$ cat src/rtl/sr_gate_pkg.sv
package sr_gate_pkg;
  typedef enum logic [1:0] {
    PH_IDLE      = 2'd0,
    PH_ON_BLANK  = 2'd1,
    PH_ON        = 2'd2,
    PH_OFF_BLANK = 2'd3
  } sr_phase_e;
endpackage

$ cat src/rtl/sr_supply_gate.sv
module sr_supply_gate (
  input  logic clk,
  input  logic rst_n,
  input  logic sup_rise_ok,
  input  logic sup_fall_ok,
  output logic sup_en
);
  always_ff @(posedge clk or negedge rst_n) begin
    if (!rst_n)                        sup_en <= 1'b0;
    else if (!sup_en && sup_rise_ok)   sup_en <= 1'b1;
    else if (sup_en && !sup_fall_ok)   sup_en <= 1'b0;
  end

  AST_SUP_HOLDS: assert property (@(posedge clk) disable iff (!rst_n)
    (sup_en && sup_fall_ok) |=> sup_en);
endmodule

$ cat src/rtl/sr_blank_timer.sv
module sr_blank_timer #(
  parameter int CNT_W = 16
) (
  input  logic             clk,
  input  logic             rst_n,
  input  logic             start,
  input  logic [CNT_W-1:0] period,
  output logic             busy
);
  logic [CNT_W-1:0] cnt_q;

  always_ff @(posedge clk or negedge rst_n) begin
    if (!rst_n)            cnt_q <= '0;
    else if (start)        cnt_q <= period;
    else if (cnt_q != '0)  cnt_q <= cnt_q - 1'b1;
  end

  assign busy = (cnt_q != '0);

  AST_CNT_NO_WRAP: assert property (@(posedge clk) disable iff (!rst_n)
    (!start && !busy) |=> !busy);
endmodule

$ cat src/rtl/sr_gate_ctrl.sv
module sr_gate_ctrl #(
  parameter int CNT_W = 16
) (
  input  logic             clk,
  input  logic             rst_n,
  input  logic             cond_det,
  input  logic             zc_det,
  input  logic             trig_off,
  input  logic             sup_rise_ok,
  input  logic             sup_fall_ok,
  input  logic [CNT_W-1:0] on_blank_cyc,
  input  logic [CNT_W-1:0] off_blank_cyc,
  output logic             drv_en,
  output logic [1:0]       phase
);
  import sr_gate_pkg::*;

  sr_phase_e st_q, st_d;
  logic sup_en, on_busy, off_busy, on_go, off_go, kill, set_req, st_on;

  sr_supply_gate u_sup (
    .clk(clk), .rst_n(rst_n), .sup_rise_ok(sup_rise_ok),
    .sup_fall_ok(sup_fall_ok), .sup_en(sup_en)
  );

  sr_blank_timer #(.CNT_W(CNT_W)) u_on_tmr (
    .clk(clk), .rst_n(rst_n), .start(on_go), .period(on_blank_cyc), .busy(on_busy)
  );

  sr_blank_timer #(.CNT_W(CNT_W)) u_off_tmr (
    .clk(clk), .rst_n(rst_n), .start(off_go), .period(off_blank_cyc), .busy(off_busy)
  );

  assign kill    = trig_off | ~sup_en;
  assign set_req = cond_det & ~zc_det & ~kill;

  always_comb begin
    st_d   = st_q;
    on_go  = 1'b0;
    off_go = 1'b0;
    unique case (st_q)
      PH_IDLE, PH_OFF_BLANK: begin
        if ((st_q == PH_IDLE || !off_busy) && set_req) begin
          on_go = 1'b1;
          st_d  = (on_blank_cyc == '0) ? PH_ON : PH_ON_BLANK;
        end else if (st_q == PH_OFF_BLANK && !off_busy) begin
          st_d = PH_IDLE;
        end
      end
      PH_ON_BLANK: begin
        if (kill || (!on_busy && zc_det)) off_go = 1'b1;
        else if (!on_busy)                st_d   = PH_ON;
      end
      PH_ON: begin
        if (kill || zc_det) off_go = 1'b1;
      end
      default: st_d = PH_IDLE;
    endcase
    if (off_go) st_d = (off_blank_cyc == '0) ? PH_IDLE : PH_OFF_BLANK;
  end

  always_ff @(posedge clk or negedge rst_n) begin
    if (!rst_n) st_q <= PH_IDLE;
    else        st_q <= st_d;
  end

  assign st_on  = (st_q == PH_ON_BLANK) || (st_q == PH_ON);
  assign drv_en = st_on & ~trig_off;
  assign phase  = st_q;

  AST_SUPPLY_CUTS: assert property (@(posedge clk) disable iff (!rst_n)
    !sup_en |=> !drv_en);
  AST_RESET_DOM: assert property (@(posedge clk) disable iff (!rst_n)
    (!st_on && cond_det && zc_det) |=> !st_on);
  AST_ZC_BLANKED: assert property (@(posedge clk) disable iff (!rst_n)
    (st_q == PH_ON_BLANK && on_busy && !kill) |=> st_on);
  AST_SET_LOCKED: assert property (@(posedge clk) disable iff (!rst_n)
    (st_q == PH_OFF_BLANK && off_busy) |=> !st_on);
  AST_TRIG_ENDS_ON: assert property (@(posedge clk) disable iff (!rst_n)
    (st_on && trig_off) |=> !st_on);
endmodule

$ cat config.mk
export PLATFORM = sky130hd
export DESIGN_NAME = sr_gate_ctrl
export DESIGN_NICKNAME = d
export VERILOG_FILES = /design/src/rtl/sr_gate_pkg.sv /design/src/rtl/sr_supply_gate.sv /design/src/rtl/sr_blank_timer.sv /design/src/rtl/sr_gate_ctrl.sv
export SDC_FILE = /design/constraint.sdc
export NUM_CORES = 1
export LEC_CHECK = 0
export BUFFER_PORTS_ARGS = -buffer_cell sky130_fd_sc_hd__buf_4
export CAP_MARGIN = 5
export CORE_MARGIN = 10
export CORE_UTILIZATION = 55
export DETAILED_ROUTE_END_ITERATION = 10
export PLACE_DENSITY = 0.83
export SKIP_CTS_REPAIR_TIMING = 1
export SLEW_MARGIN = 20
export SYNTH_ARGS = -nofsm -noshare
export SYNTH_HDL_FRONTEND = slang
export SYNTH_SLANG_ARGS = --single-unit
$ cat constraint.sdc
create_clock -name clk -period 2.2 [get_ports clk]
set_input_delay 0.44 -clock clk [delete_from_list [all_inputs] [get_ports clk]]
set_output_delay 0.44 -clock clk [all_outputs]
set_load 0.005 [all_outputs]
==> results of run 1 <==
[sequential cells by signal, indices dropped and copies added (netlist names)]
signal	flops
phase	2
u_off_tmr.cnt_q	16
u_on_tmr.cnt_q	16
u_sup.sup_en	1
[area by class of cell]
type                    count  area share, %
multi-input cells         190           47.7
flip-flops and latches     35           31.0
repair buffers             57           15.2
clock buffers               6           2.93
well taps                  50           2.22
inverters                   6          0.798
clock inverters             1          0.177
[power breakdown]
group / switching, mW / internal (mW) / leakage, nW
Combinational: 0.812 / 0.853 / 0.656
Clock: 0.229 / 0.245 / 0.0470
Sequential: 0.428 / 0.972 / 0.403
Total: 1.47 / 2.07 / 1.11
[how the worst max path moves through the flow]
stage                     endpoint  slack [ps]  depth (start not counted)
2_1_floorplan  u_off_tmr.cnt_q[10]         250                          7
3_3_place_gp    u_off_tmr.cnt_q[4]         190                          7
3_5_place_dp              phase[0]         170                          7
4_1_cts          u_on_tmr.cnt_q[1]         170                          7
5_1_grt                   phase[0]          40                          5
6_report        u_off_tmr.cnt_q[4]         220                          7
[kinds of logic after synthesis]
group           after synthesis  synth area share [%]
mux                           5                  2.40
fa+ha+maj                     8                  4.37
simple gates                104                  27.0
xor+xnor                     24                  9.18
flops                        35                  38.2
compound gates               49                  15.4
buf+inv                      15                  3.44
[metal layers]
metal | vias to the layer above | part of all wire, %
met2 | 45 | 48
met1 | 937 | 44
met4 | 0 | 1.9
li1 | 994 | -
met3 | 9 | 6.6
met5 | - | 0
[critical path: stages (launching register included)]
cell and delay (ps):
dfrtp_1 370, inv_1 90, ha_1 200, nor3b_1 140, and4_1 220, o311a_1 410
buf_4 210, o31ai_1 250
[cell usage in the layout (no fill, tap or decap), drive strengths merged, types with 2 or more instances in the layout]
master and count:
buf 57, inv 6, o211ai 2, and4 4
ha 8, dfrtp 35, nand3 2, mux2 4
xor2 8, nor2 15, a31oi 2, o31ai 14
a211oi 3, nor4 19, nand2 34, or2 2
nor3 8, clkbuf 6, nand2b 2, nor3b 3
a21o 2, nor4b 2, or3 6, o21ai 14
nand4 4, xnor2 16, a21oi 6
[per-stage QoR]
stage | utilization [%] | power [mW] | std cells | hold WS (ps) | area (sq um)
after global placement | 67.6 | 2.99 | 338 | 422 | 2730
after global routing | 70.0 | 3.83 | 345 | 119 | 2820
after CTS | 69.8 | 3.54 | 345 | 103 | 2810
after floorplan | - | 2.54 | 240 | 144 | 2290
after detailed placement | 67.6 | 3.04 | 338 | 422 | 2730
final | 70.0 | 3.54 | 345 | 98.0 | 2820
==> impl_metrics.yaml, run 1 <==
worst_setup_path:
  r2r_end: "u_off_tmr.cnt_q[4]"
  critical_path_class: "register to register"
  crit_required_ps: 2390
  cp_max_fo: 10
  crit_arrival_ps: 2170
  reg2reg_setup_slack_ps: 220
  critPathCaptureType: "register"
  startpoint_type: "register"
  crit_start: "u_on_tmr.cnt_q[0]"
  regToRegStartpoint: "u_on_tmr.cnt_q[0]"
  worst-r2r-cell-count: 7
pwr:
  p_leak_nw: 1.11
  power_density_mw_per_mm2: 1250
  ir_drop_uv: 653
detailed_routing:
  routed_wl_um: 5550
  vias: 1985
  drcViolationCount: 0
  viasPerCell: 5.75
  drtAntennaViolNets: 0
  first_pass_iters: 4
  post_drt_wl_per_cell_um: 16.1
  drtIter0Drc: 127
final_layout:
  nets: 342
  syn_to_final_growth_pct: 23.2
  antenna_cells: 0
  fillers: 319
  drive_above_1_share_pct: 26.4
  multiInputGateArea_sq_mm: 0.00135
  seq_area_sq_um: 876
global_route:
  grt_usage_pct: 15.6
  use_met2_pct: 25.3
  antenna_found_initial: 0
  first_global_vias: 2067
  grt_util_met3_pct: 5.02
  grt_max_degree: 36
  grt_busiest_layer: "met2"
  grtUsageMet1_pct: 18.5
  grt_pass1_wl_um: 9360
  grt_overflow: 0
floorplan:
  fp.dieArea_sq_mm: 0.00715
  die_h_um: 84.5
  core_sq_mm: 0.00403
  fp.dieW_um: 84.5
  core.rowCount: 23
  ios: 42
  start_util_pct: 56.9
synthesis:
  synthTopCellsByCount: "dfrtp_1, nand2_1, xnor2_1"
  postSynthNetCount: 287
  syn_area_per_cell_sq_um: 9.55
  synth_top_cell_by_area: "dfrtp_1"
  yosys_most_used_dff: "dfrtp_1"
  synthesis.instances: 240
  synthMostInstantiatedCell: "dfrtp_1"
  ys_warn_count: 0
  seq_area_frac_synth_pct: 38.2
  synth_area_sq_mm: 0.00229
  synth_area_leaders: "dfrtp_1, xnor2_1, nand2_1, o31ai_1, ha_1"
  yosysUniqueCellTypes: 44
  synthArstFlopShare_pct: 100
  synth_edf_count: 0
  synth_top_area_share_pct: 38.2
  ys_seq_elements: 35
sta:
  setup_violations: 0
  finalSetupTns_ps: 0
  fin_ws_ps: 219
  min_period_over_period_pct: 90.0
  drv_slew: 0
  hold_violations: 0
  timing.fmax_mhz: 505
  fin_crit_ps: 1980
  tightest_slew_ps: 449
  clock_skew_ps: 5.44
  rsz0062_at_grt: "no"
  slew_headroom_pct: 70.1
job:
  maxCapViolations: 0
clock_network:
  cts.root.buffer_cell: "clkbuf_8"
  clock_path_buffers: 2
  cts-buffers-inserted: 5
  htreeDepth: 2
  clock_latency_ps: 290
  tritoncts: "yes"
  clock_sinks: 35
  clk_pin_slew_worst_paths_ps: 70
place:
  preCtsSetupSlack_ps: 169
  dp.final_hpwl_um: 4410
  gp_congestion: 0.845
  portBuffers: 41
worst_hold_path:
  hp-class: "input pin to asynchronous set/reset pin"
status:
  outcome: "completed"
Power figures use the tool's default switching activity.
==> inputs of run 2 (changes only) <==
Settings changed: ABC_AREA set to 1, PLACE_DENSITY 0.83 to 0.82.
==> run 2 against run 1 <==
Against the previous run: clock skew about the same; setup slack lost 80 ps; clock power up 29%; core utilization is 2.8 points lower; wire length up 8.5%; clock-buffer cell count unchanged; critical path type is now register to output pin; largest cell class unchanged.
==> impl_metrics.yaml, run 2 <==
status:
  outcome: "completed"
clock_network:
  clock_path_buffers: 2
  cts.root.buffer_cell: "clkbuf_8"
  tritoncts: "yes"
  clk_pin_slew_worst_paths_ps: 80
  htreeDepth: 2
  clock_sinks: 35
  clock_latency_ps: 290
  cts-buffers-inserted: 5
global_route:
  grt_max_degree: 36
  grt_overflow: 0
  grt_pass1_wl_um: 10500
  grt_usage_pct: 16.8
  antenna_found_initial: 0
  first_global_vias: 2419
worst_setup_path:
  crit_chain: "inv_1, ha_1, inv_1, nor2_1, buf_4"
  worst-r2r-cell-count: 14
  r2r_end: "u_off_tmr.cnt_q[3]"
  critical_path_class: "register to output pin"
  crit_arrival_ps: 1620
  critPathCaptureType: "output pin"
  startpoint_type: "register"
  regToRegStartpoint: "u_on_tmr.cnt_q[0]"
  reg2reg_setup_slack_ps: 300
  slowest_stage: "dfrtp_1"
  crit_buf_inv: 3
  path_depth: 5
  crit_family: "flip-flops"
  crit_top_cell: "inv_1"
  crit_required_ps: 1760
  crit_path_end: "drv_en"
  slowest_delay_ps: 440
  crit_start: "phase[0]"
  cp_max_fo: 5
place:
  placed_area_sq_mm: 0.00282
  gp_congestion: 0.893
  dp.final_hpwl_um: 4710
  portBuffers: 41
worst_hold_path:
  hp-class: "input pin to asynchronous set/reset pin"
detailed_routing:
  wl_met1_um: 2480
  vias: 2329
  routed_wl_um: 6020
  post_drt_wl_per_cell_um: 13.5
  viasPerCell: 5.22
  drtIter0Drc: 114
  dr_wl_met2_um: 3050
  wl_met3_um: 379
  drcViolationCount: 0
  drtAntennaViolNets: 0
  topRoutingLayerUsed: "met4"
  first_pass_iters: 4
final_layout:
  syn_to_final_growth_pct: 18.0
  nets: 440
  final_common_cell: "nand2_1"
  final_cell_mix: "nand2_1, nor2_1, inv_1, buf_4, dfrtp_1"
  drive_above_1_share_pct: 20.8
  antenna_cells: 0
  finalInstanceArea_sq_mm: 0.00295
  fillers: 392
sta:
  timing.fmax_mhz: 485
  whs_ps: 85.8
  slew_headroom_pct: 69.5
  finalSetupTns_ps: 0
  min_period_over_period_pct: 93.7
  hold_violations: 0
  clock_skew_ps: 5.37
  drv_slew: 0
  fin_crit_ps: 2060
  rsz0062_at_grt: "no"
  setup_violations: 0
  tightest_slew_ps: 457
pwr:
  power_frac_comb_pct: 47.1
  clkPwrFrac_pct: 17.6
  p_switching_mw: 1.48
  swShare_pct: 42.5
  p_seq_share_pct: 35.3
  ir_drop_uv: 672
  power_density_mw_per_mm2: 1180
  p_leak_nw: 1.50
  internal_power_mw: 2.00
job:
  maxCapViolations: 0
floorplan:
  fp.dieW_um: 87.4
  core_sq_mm: 0.00438
  die_h_um: 87.4
  core.rowCount: 24
  start_util_pct: 57.0
  ios: 42
  fp.dieArea_sq_mm: 0.00764
synthesis:
  ys_warn_count: 0
  seq_area_frac_synth_pct: 35.1
  synth_area_leaders: "dfrtp_1, nand2_1, nor2_1, nand3_1, inv_1"
  synth_top_cell_by_area: "dfrtp_1"
  synthArstFlopShare_pct: 100
  yosysUniqueCellTypes: 28
  synth_edf_count: 0
  synth_area_sq_mm: 0.00250
  synth_top_area_share_pct: 35.1
  postSynthNetCount: 395
  syn_area_per_cell_sq_um: 7.18
  synthMostInstantiatedCell: "nand2_1"
  synthTopCellsByCount: "nand2_1, nor2_1, inv_1"
  ys_seq_elements: 35
  synthesis.instances: 348
  yosys_most_used_dff: "dfrtp_1"
run 2: cell types whose count changed after synthesis, sizes merged, moves of 4 or more:
cell	delta
xnor2	-7
mux2	-4
xor2	+5
nor3	-4
nand3	+34
nand2	+61
nor4	-17
inv	+40
o21ai	+6
o31ai	-10
or3	-6
a21oi	-4
nor2	+43
and4	-4
run 2: worst min-delay path by stage:
stage	from	depth (start not counted)	end	slack [ps]
finish	rst_n	1	u_on_tmr.cnt_q[5]	90
global route	rst_n	1	u_on_tmr.cnt_q[4]	120
CTS	rst_n	1	u_on_tmr.cnt_q[4]	110
detailed placement	rst_n	1	u_on_tmr.cnt_q[4]	420
global placement	rst_n	1	u_on_tmr.cnt_q[4]	420
floorplan	rst_n	0	phase[0]	140
run 2: power groups by stage:
stage                     Clock, mW  Combinational (mW)  Sequential, mW
final                         0.612                1.64            1.23
after global routing          0.644                1.88            1.27
after CTS                     0.617                1.63            1.22
after detailed placement          0                1.61            1.23
after global placement            0                1.55            1.22
after floorplan                   0                1.28            1.18
run 2: kinds of logic after synthesis:
logic type	Yosys count	share of synthesized area [%]
AOI/OAI and AO/OA	28	6.86
xor gates and xnor gates	22	7.72
adders and majority gates	8	4.01
buffers and inverters	52	9.72
DFF	35	35.1
and+or+nand+nor	203	36.6
run 2: through the flow:
stage / power [mW] / utilization, % / instances / worst slack [ps]
finish: 3.47 / 67.2 / 446 / 139
global placement: 2.77 / 64.4 / 438 / 351
detailed placement: 2.85 / 64.4 / 438 / 259
floorplan: 2.45 / - / 348 / 581
global route: 3.80 / 67.2 / 446 / 18.8
CTS: 3.46 / 67.1 / 446 / 161
run 2: per-layer routing:
metal / track usage, % / vias to the layer above
li1: - / 1186
met3: 4.21 / 13
met4: 6.38 / 0
met5: 0 / -
met2: 29.1 / 68
met1: 19.2 / 1062
run 2: cell type report:
type / instances / area [sq um] / area share [%]
Tap cell: 52 / 65.1 / 2.21
Inverter: 46 / 173 / 5.86
Clock inverter: 2 / 35.0 / 1.19
Multi-Input combinational cell: 261 / 1390 / 47.0
Sequential cell: 35 / 876 / 29.7
Timing Repair Buffer: 44 / 330 / 11.2
Clock buffer: 6 / 82.6 / 2.80
